==> src/rtl/pwm_quad_pkg.sv <==
package pwm_quad_pkg;
  // Default geometry
  localparam int NCH_DEF     = 4;
  localparam int CNT_W_DEF   = 16;
  localparam int ADDR_W_DEF  = 12;
  localparam int DATA_W_DEF  = 32;
  localparam int DIV_SEL_W   = 4;
  localparam int DIV_SEL_MAX = 10;

  // Global register offsets
  localparam int G_START  = 'h04;
  localparam int G_STOP   = 'h08;
  localparam int G_RUN    = 'h0C;
  localparam int G_MASK   = 'h10;
  localparam int G_EVENT  = 'h1C;

  // Channel banks
  localparam int BANK_BASE  = 'h200;
  localparam int BANK_SHIFT = 5;

  // Offsets inside a channel bank
  localparam logic [BANK_SHIFT-1:0] C_MODE    = 5'h00;
  localparam logic [BANK_SHIFT-1:0] C_DUTY    = 5'h04;
  localparam logic [BANK_SHIFT-1:0] C_DUTY_ST = 5'h08;
  localparam logic [BANK_SHIFT-1:0] C_PER     = 5'h0C;
  localparam logic [BANK_SHIFT-1:0] C_PER_ST  = 5'h10;

  // Mode register field positions
  localparam int MODE_POL_BIT = 9;
endpackage

==> src/rtl/pwm_quad_rstsync.sv <==
module pwm_quad_rstsync (
  input  logic clk,
  input  logic rst_n,
  output logic rst_n_sync
);
  logic [1:0] sync_q;

  always_ff @(posedge clk or negedge rst_n) begin
    if (!rst_n) sync_q <= 2'b00;
    else        sync_q <= {sync_q[0], 1'b1};
  end

  assign rst_n_sync = sync_q[1];
endmodule

==> src/rtl/pwm_quad_presc.sv <==
module pwm_quad_presc #(
  parameter int SEL_W   = 4,
  parameter int SEL_MAX = 10
) (
  input  logic             clk,
  input  logic             rst_n,
  input  logic             clr,
  input  logic [SEL_W-1:0] sel,
  output logic             tick
);
  logic [SEL_MAX-1:0] div_q, div_d;
  logic [SEL_W-1:0]   sel_eff;
  logic [SEL_MAX:0]   limit;

  always_comb begin
    sel_eff = (int'(sel) > SEL_MAX) ? SEL_W'(SEL_MAX) : sel;
    limit   = ({{SEL_MAX{1'b0}}, 1'b1} << sel_eff) - {{SEL_MAX{1'b0}}, 1'b1};
    tick    = ({1'b0, div_q} == limit);
    if (clr || tick) div_d = '0;
    else             div_d = div_q + 1'b1;
  end

  always_ff @(posedge clk or negedge rst_n) begin
    if (!rst_n) div_q <= '0;
    else        div_q <= div_d;
  end
endmodule

==> src/rtl/pwm_quad_chan.sv <==
module pwm_quad_chan #(
  parameter int CNT_W   = 16,
  parameter int SEL_W   = 4,
  parameter int SEL_MAX = 10
) (
  input  logic             clk,
  input  logic             rst_n,
  input  logic [CNT_W-1:0] wval,
  input  logic             wr_mode,
  input  logic [SEL_W-1:0] wsel,
  input  logic             wpol,
  input  logic             wr_duty,
  input  logic             wr_duty_st,
  input  logic             wr_per,
  input  logic             wr_per_st,
  input  logic             start,
  input  logic             stop,
  output logic             run,
  output logic             bnd,
  output logic             pwm,
  output logic [SEL_W-1:0] sel_q,
  output logic             pol_q,
  output logic [CNT_W-1:0] duty_q,
  output logic [CNT_W-1:0] per_q,
  output logic [CNT_W-1:0] duty_st_q,
  output logic [CNT_W-1:0] per_st_q
);
  logic [CNT_W-1:0] cnt_q, cnt_d;
  logic [CNT_W-1:0] duty_d, per_d, duty_st_d, per_st_d;
  logic [SEL_W-1:0] sel_d;
  logic             pol_d;
  logic             run_q, run_d;
  logic             stop_pend_q, stop_pend_d;
  logic             duty_pend_q, duty_pend_d;
  logic             per_pend_q, per_pend_d;
  logic             go;
  logic             tick;
  logic             last;

  assign go = start & ~run_q;

  pwm_quad_presc #(.SEL_W(SEL_W), .SEL_MAX(SEL_MAX)) u_presc (
    .clk  (clk),
    .rst_n(rst_n),
    .clr  (~run_q | go),
    .sel  (sel_q),
    .tick (tick)
  );

  // Period ends when the next count would reach the period value.
  assign last = ({1'b0, cnt_q} + 1'b1) >= {1'b0, per_q};
  assign bnd  = run_q & tick & last;

  always_comb begin
    // counter
    if (go || bnd)         cnt_d = '0;
    else if (run_q && tick) cnt_d = cnt_q + 1'b1;
    else                   cnt_d = cnt_q;

    // run / stop request
    if (go)                      run_d = 1'b1;
    else if (bnd && stop_pend_q) run_d = 1'b0;
    else                         run_d = run_q;

    if (start)             stop_pend_d = 1'b0;
    else if (stop && run_q) stop_pend_d = 1'b1;
    else if (bnd)          stop_pend_d = 1'b0;
    else                   stop_pend_d = stop_pend_q;

    // mode
    sel_d = wr_mode ? wsel : sel_q;
    pol_d = wr_mode ? wpol : pol_q;

    // staging registers
    duty_st_d = wr_duty_st ? wval : duty_st_q;
    per_st_d  = wr_per_st  ? wval : per_st_q;

    if (wr_duty_st) duty_pend_d = 1'b1;
    else if (bnd)   duty_pend_d = 1'b0;
    else            duty_pend_d = duty_pend_q;

    if (wr_per_st)  per_pend_d = 1'b1;
    else if (bnd)   per_pend_d = 1'b0;
    else            per_pend_d = per_pend_q;

    // live registers
    if (wr_duty && !run_q)     duty_d = wval;
    else if (bnd && duty_pend_q) duty_d = duty_st_q;
    else                       duty_d = duty_q;

    if (wr_per && !run_q)      per_d = wval;
    else if (bnd && per_pend_q) per_d = per_st_q;
    else                       per_d = per_q;
  end

  always_ff @(posedge clk or negedge rst_n) begin
    if (!rst_n) begin
      cnt_q       <= '0;
      run_q       <= 1'b0;
      stop_pend_q <= 1'b0;
      sel_q       <= '0;
      pol_q       <= 1'b0;
      duty_q      <= '0;
      per_q       <= '0;
      duty_st_q   <= '0;
      per_st_q    <= '0;
      duty_pend_q <= 1'b0;
      per_pend_q  <= 1'b0;
    end else begin
      cnt_q       <= cnt_d;
      run_q       <= run_d;
      stop_pend_q <= stop_pend_d;
      sel_q       <= sel_d;
      pol_q       <= pol_d;
      duty_q      <= duty_d;
      per_q       <= per_d;
      duty_st_q   <= duty_st_d;
      per_st_q    <= per_st_d;
      duty_pend_q <= duty_pend_d;
      per_pend_q  <= per_pend_d;
    end
  end

  assign run = run_q;
  assign pwm = pol_q ^ (run_q & (cnt_q >= duty_q));
endmodule

==> src/rtl/pwm_quad.sv <==
module pwm_quad
  import pwm_quad_pkg::*;
#(
  parameter int NCH    = NCH_DEF,
  parameter int CNT_W  = CNT_W_DEF,
  parameter int ADDR_W = ADDR_W_DEF,
  parameter int DATA_W = DATA_W_DEF
) (
  input  logic              clk,
  input  logic              rst_n,
  input  logic [ADDR_W-1:0] bus_addr,
  input  logic [DATA_W-1:0] bus_wdata,
  input  logic              bus_we,
  input  logic              bus_re,
  output logic [DATA_W-1:0] bus_rdata,
  output logic [NCH-1:0]    pwm_out,
  output logic              irq
);
  localparam int BANK_ID_W = ADDR_W - BANK_SHIFT;
  localparam int STRIDE    = 1 << BANK_SHIFT;

  logic rst_n_s;

  pwm_quad_rstsync u_rst (
    .clk       (clk),
    .rst_n     (rst_n),
    .rst_n_sync(rst_n_s)
  );

  logic [BANK_SHIFT-1:0] ofs;
  logic [NCH-1:0]        bank_hit;
  logic [NCH-1:0]        start_vec, stop_vec;
  logic [NCH-1:0]        ch_run, ch_bnd, ch_pol;
  logic [DIV_SEL_W-1:0]  ch_sel     [NCH];
  logic [CNT_W-1:0]      ch_duty    [NCH];
  logic [CNT_W-1:0]      ch_per     [NCH];
  logic [CNT_W-1:0]      ch_duty_st [NCH];
  logic [CNT_W-1:0]      ch_per_st  [NCH];
  logic [NCH-1:0]        evt_q, evt_d;
  logic [NCH-1:0]        mask_q, mask_d;
  logic                  hit_start, hit_stop, hit_run, hit_mask, hit_evt;
  logic                  unused_wdata;

  assign unused_wdata = ^bus_wdata[DATA_W-1:CNT_W];
  assign ofs          = bus_addr[BANK_SHIFT-1:0];

  assign hit_start = (bus_addr == ADDR_W'(G_START));
  assign hit_stop  = (bus_addr == ADDR_W'(G_STOP));
  assign hit_run   = (bus_addr == ADDR_W'(G_RUN));
  assign hit_mask  = (bus_addr == ADDR_W'(G_MASK));
  assign hit_evt   = (bus_addr == ADDR_W'(G_EVENT));

  assign start_vec = (bus_we && hit_start) ? bus_wdata[NCH-1:0] : '0;
  assign stop_vec  = (bus_we && hit_stop)  ? bus_wdata[NCH-1:0] : '0;

  for (genvar g = 0; g < NCH; g++) begin : g_ch
    localparam int BANK_I = BANK_BASE / STRIDE + g;
    assign bank_hit[g] = (bus_addr[ADDR_W-1:BANK_SHIFT] == BANK_ID_W'(BANK_I));

    pwm_quad_chan #(
      .CNT_W  (CNT_W),
      .SEL_W  (DIV_SEL_W),
      .SEL_MAX(DIV_SEL_MAX)
    ) u_chan (
      .clk       (clk),
      .rst_n     (rst_n_s),
      .wval      (bus_wdata[CNT_W-1:0]),
      .wr_mode   (bus_we & bank_hit[g] & (ofs == C_MODE)),
      .wsel      (bus_wdata[DIV_SEL_W-1:0]),
      .wpol      (bus_wdata[MODE_POL_BIT]),
      .wr_duty   (bus_we & bank_hit[g] & (ofs == C_DUTY)),
      .wr_duty_st(bus_we & bank_hit[g] & (ofs == C_DUTY_ST)),
      .wr_per    (bus_we & bank_hit[g] & (ofs == C_PER)),
      .wr_per_st (bus_we & bank_hit[g] & (ofs == C_PER_ST)),
      .start     (start_vec[g]),
      .stop      (stop_vec[g]),
      .run       (ch_run[g]),
      .bnd       (ch_bnd[g]),
      .pwm       (pwm_out[g]),
      .sel_q     (ch_sel[g]),
      .pol_q     (ch_pol[g]),
      .duty_q    (ch_duty[g]),
      .per_q     (ch_per[g]),
      .duty_st_q (ch_duty_st[g]),
      .per_st_q  (ch_per_st[g])
    );
  end

  // Event and mask registers: a period end wins over a same-cycle read clear.
  always_comb begin
    evt_d  = ((bus_re && hit_evt) ? '0 : evt_q) | ch_bnd;
    mask_d = (bus_we && hit_mask) ? bus_wdata[NCH-1:0] : mask_q;
  end

  always_ff @(posedge clk or negedge rst_n_s) begin
    if (!rst_n_s) begin
      evt_q  <= '0;
      mask_q <= '0;
    end else begin
      evt_q  <= evt_d;
      mask_q <= mask_d;
    end
  end

  assign irq = |(evt_q & mask_q);

  // Read path
  always_comb begin
    bus_rdata = '0;
    if (bus_re) begin
      if (hit_run)  bus_rdata[NCH-1:0] = ch_run;
      if (hit_mask) bus_rdata[NCH-1:0] = mask_q;
      if (hit_evt)  bus_rdata[NCH-1:0] = evt_q;
      for (int i = 0; i < NCH; i++) begin
        if (bank_hit[i]) begin
          case (ofs)
            C_MODE: begin
              bus_rdata[DIV_SEL_W-1:0]  = ch_sel[i];
              bus_rdata[MODE_POL_BIT]   = ch_pol[i];
            end
            C_DUTY:    bus_rdata[CNT_W-1:0] = ch_duty[i];
            C_DUTY_ST: bus_rdata[CNT_W-1:0] = ch_duty_st[i];
            C_PER:     bus_rdata[CNT_W-1:0] = ch_per[i];
            C_PER_ST:  bus_rdata[CNT_W-1:0] = ch_per_st[i];
            default:   bus_rdata = '0;
          endcase
        end
      end
    end
  end
endmodule

==> config.mk <==
export PLATFORM = sky130hd
export DESIGN_NAME = pwm_quad
export DESIGN_NICKNAME = d
export VERILOG_FILES = /design/src/rtl/pwm_quad_pkg.sv /design/src/rtl/pwm_quad_rstsync.sv /design/src/rtl/pwm_quad_presc.sv /design/src/rtl/pwm_quad_chan.sv /design/src/rtl/pwm_quad.sv
export SDC_FILE = /design/constraint.sdc
export NUM_CORES = 1
export LEC_CHECK = 0
export BUFFER_PORTS_ARGS = -buffer_cell sky130_fd_sc_hd__clkbuf_2
export CORE_ASPECT_RATIO = 1.25
export CORE_MARGIN = 8
export CORE_UTILIZATION = 40
export CTS_BUF_LIST = sky130_fd_sc_hd__clkbuf_16
export DETAILED_ROUTE_END_ITERATION = 10
export HOLD_SLACK_MARGIN = 0.06
export PLACE_DENSITY = 0.62
export SYNTH_ARGS = -nofsm -noshare
export SYNTH_HDL_FRONTEND = slang
export SYNTH_SLANG_ARGS = --single-unit
==> constraint.sdc <==
create_clock -name clk -period 18.4 [get_ports clk]
set_clock_uncertainty 0.15 [all_clocks]
set_input_delay 0.92 -clock clk [delete_from_list [all_inputs] [get_ports clk]]
set_output_delay 0.92 -clock clk [all_outputs]
set_load 0.1 [all_outputs]
==> flow_results.xml, run 1 <==
<?xml version="1.0" encoding="UTF-8"?>
<metrics>
  <group name="outcome">
    <metric name="status" unit="">finished, final reports clean</metric>
  </group>
  <group name="synthesis">
    <metric name="yosysWarningCount" unit="">0</metric>
    <metric name="yosys_register_bits" unit="">406</metric>
    <metric name="synth_cell_types" unit="">81</metric>
    <metric name="asyncSetResetFlopFracSynth" unit="%">100</metric>
    <metric name="synthCells" unit="">2751</metric>
    <metric name="synth.yosys.seq_area_share" unit="%">40.2</metric>
    <metric name="synth_top_flop_cell" unit="">sky130_fd_sc_hd__dfrtp_1</metric>
    <metric name="number_of_enable_type_register_cells_in_the_synthesized_netlist" unit="">0</metric>
    <metric name="syn_area_per_cell" unit="um2">9.19</metric>
    <metric name="syn_area" unit="um2">25300</metric>
  </group>
  <group name="power">
    <metric name="vdd_drop_max" unit="uV">53.0</metric>
    <metric name="power.share.switching" unit="%">27.5</metric>
    <metric name="seq_power_share" unit="%">44.1</metric>
    <metric name="power-per-cell-area" unit="nW/um2">76.0</metric>
    <metric name="intPower" unit="uW">1530</metric>
    <metric name="total_leakage_power" unit="uW">0.0127</metric>
    <metric name="power_frac_comb" unit="%">11.6</metric>
    <metric name="total_switching_power" unit="uW">581</metric>
    <metric name="power_frac_clock" unit="%">44.3</metric>
  </group>
  <group name="global_routing">
    <metric name="grt.busiest_layer" unit="">met2</metric>
    <metric name="globalRouteMet2Util" unit="%">36.0</metric>
    <metric name="groute.layer.met3.usage" unit="%">3.82</metric>
    <metric name="grt_usage" unit="%">21.9</metric>
    <metric name="number_of_global_route_vias_before_repair" unit="">21700</metric>
    <metric name="grt_antenna_before_repair" unit="">4</metric>
    <metric name="grt_pass1_wl" unit="um">125000</metric>
    <metric name="global_route.usage.met1" unit="%">27.3</metric>
    <metric name="gr-total-overflow" unit="">0</metric>
    <metric name="grt_max_degree" unit="">174</metric>
  </group>
  <group name="floorplanning">
    <metric name="initial_cell_density_of_the_core" unit="%">40.2</metric>
    <metric name="die-area" unit="um2">71600</metric>
    <metric name="die_w" unit="um">241</metric>
    <metric name="design.core.area" unit="um2">62900</metric>
    <metric name="top_level_ports" unit="">85</metric>
    <metric name="core.rowCount" unit="">103</metric>
    <metric name="chipHeight" unit="um">297</metric>
  </group>
  <group name="finish">
    <metric name="postLayoutCellArea" unit="um2">27800</metric>
    <metric name="fillCellCount" unit="">6047</metric>
    <metric name="fin_nets" unit="">2890</metric>
    <metric name="layout-area-overhead-vs-synth" unit="%">9.86</metric>
    <metric name="drive_above_1_share" unit="%">13.5</metric>
    <metric name="mostFrequentLayoutCell" unit="">sky130_fd_sc_hd__dfrtp_1</metric>
    <metric name="layout.cells.most_common_list" unit="">405 x sky130_fd_sc_hd__dfrtp_1, 295 x sky130_fd_sc_hd__nand2_1, 224 x sky130_fd_sc_hd__nand3_1</metric>
  </group>
  <group name="sta">
    <metric name="fin_setup_tns" unit="ns">0</metric>
    <metric name="max_slew.worst_pin.slew" unit="ns">1.26</metric>
    <metric name="timing.final.max_slew_violations" unit="">0</metric>
    <metric name="max_clock_freq" unit="MHz">174</metric>
    <metric name="rsz_0062_raised_after_global_routing" unit="">no</metric>
    <metric name="timing.final.setup_violations" unit="">0</metric>
    <metric name="finalHoldViolCount" unit="">0</metric>
    <metric name="final.period_utilization" unit="%">31.3</metric>
    <metric name="worst_setup_margin" unit="ns">12.64</metric>
    <metric name="timing.max_slew.rel_slack" unit="%">15.9</metric>
    <metric name="min_period" unit="ns">5.76</metric>
  </group>
  <group name="critical_path">
    <metric name="worst-endpoint-arrival" unit="ns">4.69</metric>
    <metric name="cp_common_cell" unit="">sky130_fd_sc_hd__buf_4</metric>
    <metric name="end_kind" unit="">output pin</metric>
    <metric name="slowest_stage_delay_on_critical_path" unit="ns">0.50</metric>
    <metric name="critical_path_peak_fanout" unit="">37</metric>
    <metric name="worstPathRequired" unit="ns">17.33</metric>
    <metric name="timing.critical_path.max_delay_family" unit="">buffers and inverters</metric>
    <metric name="worst_setup_path_start_kind" unit="">primary input</metric>
    <metric name="critical_path_type" unit="">primary input to output pin</metric>
    <metric name="path_buf_inv" unit="">5</metric>
    <metric name="path_cells" unit="">clkbuf_2 -&gt; buf_4 -&gt; nor2b_1 -&gt; buf_4 -&gt; and2_2 -&gt; buf_4 -&gt; nand2_1 -&gt; o21ai_0 -&gt; a221oi_1 -&gt; o22ai_1 -&gt; o31a_1 -&gt; clkbuf_2</metric>
    <metric name="cpMaxStageDelayCell" unit="">sky130_fd_sc_hd__buf_4</metric>
  </group>
  <group name="worst_hold_path">
    <metric name="hold_path_class" unit="">flop to async pin</metric>
  </group>
  <group name="place">
    <metric name="dp.final_hpwl" unit="um">55100</metric>
    <metric name="io_buffer_count" unit="">52</metric>
    <metric name="dp_worst_setup_slack" unit="ns">12.80</metric>
    <metric name="gpl.final_weighted_congestion" unit="">0.879</metric>
    <metric name="placed_cell_area" unit="um2">26300</metric>
  </group>
  <group name="route">
    <metric name="final_antenna_net_count" unit="">0</metric>
    <metric name="remaining_drc_errors" unit="">0</metric>
    <metric name="post_drt_wl_per_cell" unit="um">22.2</metric>
    <metric name="drt-initial-drc-count" unit="">1973</metric>
    <metric name="wl" unit="um">79400</metric>
    <metric name="drt-vias-per-instance" unit="">6.03</metric>
    <metric name="vias_after_detailed_routing" unit="">21600</metric>
    <metric name="dr.pass1.iters" unit="">8</metric>
  </group>
  <group name="clock_tree">
    <metric name="worst_skew_late_latency" unit="ns">0.60</metric>
    <metric name="clk_root_buffer_cell" unit="">sky130_fd_sc_hd__clkbuf_16</metric>
    <metric name="cts_buffers" unit="">45</metric>
    <metric name="htree_levels" unit="">2</metric>
    <metric name="postCtsResizedCells" unit="">0</metric>
    <metric name="cts.path.max_buffers" unit="">3</metric>
    <metric name="tritoncts" unit="">built</metric>
    <metric name="tritoncts_num_sinks" unit="">406</metric>
    <metric name="clkTransAtPathRegs" unit="ns">0.06</metric>
  </group>
  <group name="run">
    <metric name="max_cap_viol_count" unit="">0</metric>
  </group>
</metrics>
## worst paths after layout
check	startpoint	to	slack, ns	cells after the start
max	bus_addr[3]	bus_rdata[8]	12.64	12
min	u_rst.sync_q[1]	g_ch[1].u_chan.cnt_q[12]	0.09	0
max reg2reg	g_ch[1].u_chan.cnt_q[0]	evt_q[1]	13.49	13
min reg2reg	u_rst.sync_q[1]	g_ch[1].u_chan.cnt_q[12]	0.09	0
max in group asynchronous	u_rst.sync_q[1]	g_ch[2].u_chan.per_st_q[15]	15.74	2
min in group clk	u_rst.sync_q[0]	u_rst.sync_q[1]	0.21	0
## cell type report
cell class | instances | area, um2 | share of cell area [%]
inverters | 156 | 586 | 2.11
repair buffers | 97 | 613 | 2.21
clock buffers | 46 | 1150 | 4.14
clock inverters | 34 | 347 | 1.25
flip-flops and latches | 406 | 10200 | 36.6
multi-input cells | 1996 | 13900 | 49.9
diodes | 1 | 2.50 | 0.00901
well taps | 840 | 1050 | 3.78
## per-stage QoR
stage	instances	util [%]	hold slack, ns	total power, uW
after floorplan	2766	-	0.181	1120
after global placement	3494	41.8	0.102	1180
after detailed placement	3494	41.8	0.104	1190
after CTS	3575	44.2	0.111	2130
after global routing	3576	44.2	0.127	2190
final	3576	44.2	0.0917	2110
## worst register-to-register path: stages (launching register included)
cell and delay (ns):
sky130_fd_sc_hd__dfrtp_1 0.45, sky130_fd_sc_hd__ha_1 0.29, sky130_fd_sc_hd__and3_1 0.32, sky130_fd_sc_hd__and3_1 0.25, sky130_fd_sc_hd__nand2_1 0.09, sky130_fd_sc_hd__xnor2_1 0.26, sky130_fd_sc_hd__ha_1 0.30, sky130_fd_sc_hd__a21o_1 0.16
sky130_fd_sc_hd__a21o_1 0.17, sky130_fd_sc_hd__a21o_1 0.17, sky130_fd_sc_hd__a221oi_1 0.92, sky130_fd_sc_hd__and2_1 0.75, sky130_fd_sc_hd__nor2_1 0.28, sky130_fd_sc_hd__a21o_1 0.22
## Yosys cell counts (all sizes together), types with 7 or more instances
cell type | count | share of area [%]
nand2 | 295 | 4.4
a32o | 10 | 0.40
nor4 | 12 | 0.32
nor3 | 28 | 0.55
xnor2 | 54 | 1.9
a22o | 11 | 0.38
nand4 | 38 | 0.96
clkbuf | 166 | 2.5
o21ai | 125 | 2.5
o22ai | 37 | 0.92
o221ai | 8 | 0.28
nand2b | 19 | 0.47
nor2 | 128 | 1.9
nand3 | 224 | 4.4
nand3b | 19 | 0.56
and2 | 16 | 0.40
dfrtp | 406 | 40
a22oi | 49 | 1.5
a211o | 7 | 0.24
a211oi | 8 | 0.24
and3 | 34 | 0.84
a221oi | 27 | 0.94
a222oi | 24 | 0.95
mux2i | 43 | 1.7
o211ai | 49 | 1.5
a21o | 43 | 1.3
or4 | 17 | 0.52
o21a | 17 | 0.50
o31a | 17 | 0.59
ha | 140 | 6.9
nor2b | 18 | 0.45
xor2 | 48 | 1.7
buf | 42 | 1.0
o311ai | 20 | 0.69
a31oi | 12 | 0.30
o31ai | 7 | 0.21
inv | 156 | 2.3
a21oi | 96 | 1.9
nor4b | 7 | 0.29
mux2 | 152 | 6.8
or2 | 10 | 0.25
or3 | 50 | 1.2
## routing by layer
metal / vias to the layer above / part of all wire, %
met5: - / 0.045
met4: 6 / 5.5
met3: 193 / 7.0
met2: 838 / 48
met1: 10700 / 40
li1: 9849 / -
## power groups by stage
stage	Sequential, uW	Clock, uW	Combinational (uW)
floorplan	951	0	166
global placement	945	0	235
detailed placement	946	0	243
CTS	930	951	244
global route	932	985	269
finish	930	936	245
## timing repair
action                                 CTS  global route
buffers inserted                         0             0
endpoints found under the hold margin    2             0
hold buffers                             1             0
## sequential cells by signal, summed over array words and instances, names as in the netlist
name	flops
g_ch.u_chan.cnt_q	64
mask_q	4
g_ch.u_chan.per_pend_q	4
g_ch.u_chan.pol_q	4
g_ch.u_chan.duty_st_q	64
g_ch.u_chan.per_st_q	64
evt_q	4
g_ch.u_chan.stop_pend_q	4
g_ch.u_chan.per_q	64
g_ch.u_chan.u_presc.div_q	40
u_rst.sync_q	2
g_ch.u_chan.duty_q	64
g_ch.u_chan.sel_q	16
g_ch.u_chan.duty_pend_q	4
g_ch.u_chan.run	4
## kinds of logic after synthesis
kind of cell | share of synthesized area (%)
multiplexers | 8.47
adder cells (fa/ha/maj) | 6.93
XOR/XNOR | 3.53
other | 0.0297
flip-flops | 40.2
AND/OR/NAND/NOR | 18.2
buffers and inverters | 5.79
AO/OA/AOI/OAI | 16.9
(Power assumes the default switching activity.)
==> run 2, diff against run 1 <==
ABC_AREA = 1   (was not set)
clock period = 5.6 ns   (was 18.4 ns; I/O delays follow)
==> flow_results.xml, run 2 <==
<?xml version="1.0" encoding="UTF-8"?>
<metrics>
  <group name="floorplanning">
    <metric name="top_level_ports" unit="">85</metric>
    <metric name="die-area" unit="um2">73600</metric>
    <metric name="core.rowCount" unit="">104</metric>
    <metric name="die_w" unit="um">244</metric>
    <metric name="design.core.area" unit="um2">64400</metric>
    <metric name="initial_cell_density_of_the_core" unit="%">40.5</metric>
    <metric name="chipHeight" unit="um">301</metric>
  </group>
  <group name="route">
    <metric name="drt-vias-per-instance" unit="">5.36</metric>
    <metric name="remaining_drc_errors" unit="">0</metric>
    <metric name="drt-initial-drc-count" unit="">2250</metric>
    <metric name="final_antenna_net_count" unit="">0</metric>
    <metric name="vias_after_detailed_routing" unit="">24100</metric>
    <metric name="wl" unit="um">84000</metric>
    <metric name="post_drt_wl_per_cell" unit="um">18.7</metric>
    <metric name="dr.pass1.iters" unit="">6</metric>
  </group>
  <group name="critical_path">
    <metric name="reg2reg_depth" unit="">17</metric>
    <metric name="worst_setup_path_startpoint" unit="">bus_addr[1]</metric>
    <metric name="worst_r2r_start" unit="">g_ch[3].u_chan.cnt_q[0]</metric>
    <metric name="r2r_slack" unit="ns">1.38</metric>
    <metric name="end_kind" unit="">output pin</metric>
    <metric name="worst-endpoint-arrival" unit="ns">3.81</metric>
    <metric name="worst_setup_path_start_kind" unit="">primary input</metric>
    <metric name="critical_path_peak_fanout" unit="">23</metric>
    <metric name="critical_path_type" unit="">primary input to output pin</metric>
    <metric name="reg2reg_to" unit="">g_ch[3].u_chan.duty_q[15]</metric>
    <metric name="worstPathRequired" unit="ns">5.17</metric>
  </group>
  <group name="sta">
    <metric name="rsz_0062_raised_after_global_routing" unit="">no</metric>
    <metric name="fin_setup_tns" unit="ns">0</metric>
    <metric name="max_slew.worst_pin.slew" unit="ns">1.14</metric>
    <metric name="timing.max_slew.rel_slack" unit="%">23.7</metric>
    <metric name="timing.final.max_slew_violations" unit="">0</metric>
    <metric name="timing.final.setup_violations" unit="">0</metric>
    <metric name="min_period" unit="ns">4.24</metric>
    <metric name="final.period_utilization" unit="%">75.7</metric>
    <metric name="finalHoldViolCount" unit="">0</metric>
    <metric name="max_clock_freq" unit="MHz">236</metric>
  </group>
  <group name="power">
    <metric name="power.share.switching" unit="%">28.8</metric>
    <metric name="power_frac_clock" unit="%">44.0</metric>
    <metric name="power_frac_comb" unit="%">11.4</metric>
    <metric name="total_leakage_power" unit="uW">0.0138</metric>
    <metric name="total_switching_power" unit="uW">1960</metric>
    <metric name="power-per-cell-area" unit="nW/um2">238</metric>
    <metric name="seq_power_share" unit="%">44.6</metric>
    <metric name="vdd_drop_max" unit="uV">233</metric>
    <metric name="intPower" unit="uW">4820</metric>
  </group>
  <group name="synthesis">
    <metric name="synth.yosys.seq_area_share" unit="%">39.0</metric>
    <metric name="synth_simple_gate_area_share" unit="%">30.7</metric>
    <metric name="ys_top_cells_by_count" unit="">1170 x sky130_fd_sc_hd__nand2_1, 406 x sky130_fd_sc_hd__dfrtp_1, 405 x sky130_fd_sc_hd__o21ai_0, 354 x sky130_fd_sc_hd__inv_1, 284 x sky130_fd_sc_hd__nand3_1</metric>
    <metric name="synth-adder-area-share" unit="%">6.72</metric>
    <metric name="synth_largest_area_cell" unit="">sky130_fd_sc_hd__dfrtp_1</metric>
    <metric name="syn_area_per_cell" unit="um2">7.18</metric>
    <metric name="asyncSetResetFlopFracSynth" unit="%">100</metric>
    <metric name="post-synth-top-area-fraction" unit="%">39.0</metric>
    <metric name="xor_and_xnor_area_share_after_synthesis" unit="%">2.39</metric>
    <metric name="dominant_combinational_cell_family_by_area_after_synthesis" unit="">simple AND/OR/NAND/NOR gates</metric>
    <metric name="yosysWarningCount" unit="">0</metric>
    <metric name="number_of_enable_type_register_cells_in_the_synthesized_netlist" unit="">0</metric>
    <metric name="yosys_register_bits" unit="">406</metric>
    <metric name="synth_top_flop_cell" unit="">sky130_fd_sc_hd__dfrtp_1</metric>
    <metric name="synthMuxAreaShare" unit="%">0</metric>
    <metric name="syn_area" unit="um2">26100</metric>
    <metric name="synthCells" unit="">3629</metric>
    <metric name="synth_cell_types" unit="">52</metric>
    <metric name="synth_compound_gate_area_share" unit="%">12.7</metric>
    <metric name="yosysMostFrequentCell" unit="">sky130_fd_sc_hd__nand2_1</metric>
    <metric name="synthTopCellsByArea" unit="">sky130_fd_sc_hd__dfrtp_1 39%, sky130_fd_sc_hd__nand2_1 17%, sky130_fd_sc_hd__o21ai_0 7.8%</metric>
  </group>
  <group name="global_routing">
    <metric name="grt_max_degree" unit="">160</metric>
    <metric name="grt_antenna_before_repair" unit="">3</metric>
    <metric name="gr-total-overflow" unit="">0</metric>
    <metric name="grt_usage" unit="%">22.4</metric>
    <metric name="number_of_global_route_vias_before_repair" unit="">22700</metric>
    <metric name="grt_pass1_wl" unit="um">131000</metric>
  </group>
  <group name="place">
    <metric name="placed_cells" unit="">4406</metric>
    <metric name="gpl.final_weighted_congestion" unit="">0.905</metric>
    <metric name="placed_cell_area" unit="um2">27000</metric>
    <metric name="io_buffer_count" unit="">52</metric>
    <metric name="dp.final_hpwl" unit="um">59300</metric>
  </group>
  <group name="finish">
    <metric name="finish.utilization" unit="%">44.2</metric>
    <metric name="mostFrequentLayoutCell" unit="">sky130_fd_sc_hd__nand2_1</metric>
    <metric name="fillCellCount" unit="">6706</metric>
    <metric name="fin_nets" unit="">3800</metric>
    <metric name="postLayoutCellArea" unit="um2">28400</metric>
    <metric name="finalNonFillerCells" unit="">4494</metric>
    <metric name="layout.cells.most_common_list" unit="">1169 x sky130_fd_sc_hd__nand2_1, 405 x sky130_fd_sc_hd__o21ai_0, 405 x sky130_fd_sc_hd__dfrtp_1</metric>
    <metric name="layout-area-overhead-vs-synth" unit="%">9.16</metric>
    <metric name="drive_above_1_share" unit="%">5.74</metric>
  </group>
  <group name="clock_tree">
    <metric name="tritoncts" unit="">built</metric>
    <metric name="post_cts_hold_buffer_count" unit="">6</metric>
    <metric name="cts_buffers" unit="">46</metric>
    <metric name="cts.path.max_buffers" unit="">3</metric>
    <metric name="clk_root_buffer_cell" unit="">sky130_fd_sc_hd__clkbuf_16</metric>
    <metric name="tritoncts_num_sinks" unit="">406</metric>
    <metric name="worst_skew_late_latency" unit="ns">0.59</metric>
    <metric name="clkTransAtPathRegs" unit="ns">0.06</metric>
    <metric name="htree_levels" unit="">2</metric>
    <metric name="postCtsResizedCells" unit="">0</metric>
    <metric name="cts_setup_buffers" unit="">0</metric>
  </group>
  <group name="worst_hold_path">
    <metric name="hold_path_class" unit="">flop to async pin</metric>
  </group>
  <group name="outcome">
    <metric name="status" unit="">finished, final reports clean</metric>
  </group>
  <group name="run">
    <metric name="max_cap_viol_count" unit="">0</metric>
  </group>
</metrics>
-- run 2: how the worst max path moves through the flow --
stage,end,slack (ns)
5_1_grt,g_ch[3].u_chan.duty_q[0],0.92
6_report,bus_rdata[7],1.36
4_1_cts,g_ch[3].u_chan.duty_q[15],1.46
3_3_place_gp,bus_rdata[10],1.49
3_5_place_dp,bus_rdata[2],1.48
2_1_floorplan,evt_q[0],1.46
-- run 2: logic make-up after synthesis --
group,Yosys count
AO/OA/AOI/OAI,611
XOR/XNOR,71
adder cells (fa/ha/maj),140
buffers and inverters,545
flip-flops,406
other,2
AND/OR/NAND/NOR,1854
-- run 2: worst max-delay path, stage by stage --
cell                       delay [ns]
sky130_fd_sc_hd__clkbuf_2        0.08
sky130_fd_sc_hd__nor2_1          0.56
sky130_fd_sc_hd__nand2_1         0.23
sky130_fd_sc_hd__nor2_4          0.67
sky130_fd_sc_hd__inv_1           0.09
sky130_fd_sc_hd__nand4_1         0.17
sky130_fd_sc_hd__nor2_1          0.07
sky130_fd_sc_hd__nor2_1          0.52
sky130_fd_sc_hd__nand2_1         0.12
sky130_fd_sc_hd__nand3_1         0.09
sky130_fd_sc_hd__o21ai_0         0.13
sky130_fd_sc_hd__nor2_1          0.29
sky130_fd_sc_hd__clkbuf_2        0.52
-- run 2: layout make-up --
class | instances | area [um2] | share of cell area (%)
multi-input cells | 2693 | 13800 | 48.5
clock inverters | 34 | 274 | 0.963
well taps | 848 | 1060 | 3.73
diodes | 2 | 5.00 | 0.0176
clock buffers | 46 | 1150 | 4.05
flip-flops and latches | 406 | 10200 | 35.7
inverters | 374 | 1400 | 4.93
repair buffers | 91 | 606 | 2.13
-- run 2: power by group through the flow --
stage | clock [uW] | sequential, uW | combinational, uW
2_1_floorplan | 0 | 3100 | 547
3_5_place_dp | 0 | 3080 | 774
4_1_cts | 3030 | 3020 | 778
5_1_grt | 3140 | 3030 | 853
6_report | 2980 | 3020 | 774
3_3_place_gp | 0 | 3080 | 769
-- run 2: per-stage QoR --
stage	total power [uW]	hold slack (ns)	setup WS, ns
after CTS	6830	0.104	1.46
after global placement	3850	-0.0807	1.49
final	6780	0.174	1.36
after global routing	7020	0.143	0.922
after floorplan	3650	-0.166	1.46
after detailed placement	3850	-0.0771	1.48
-- run 2: layer usage --
layer	global-route usage [%]	up-vias	part of all wire, %
li1	-	11900	-
met1	27.5	11300	41
met2	38.9	704	49
met3	4.27	158	6.8
met4	8.09	2	3.7
met5	0	-	0.013
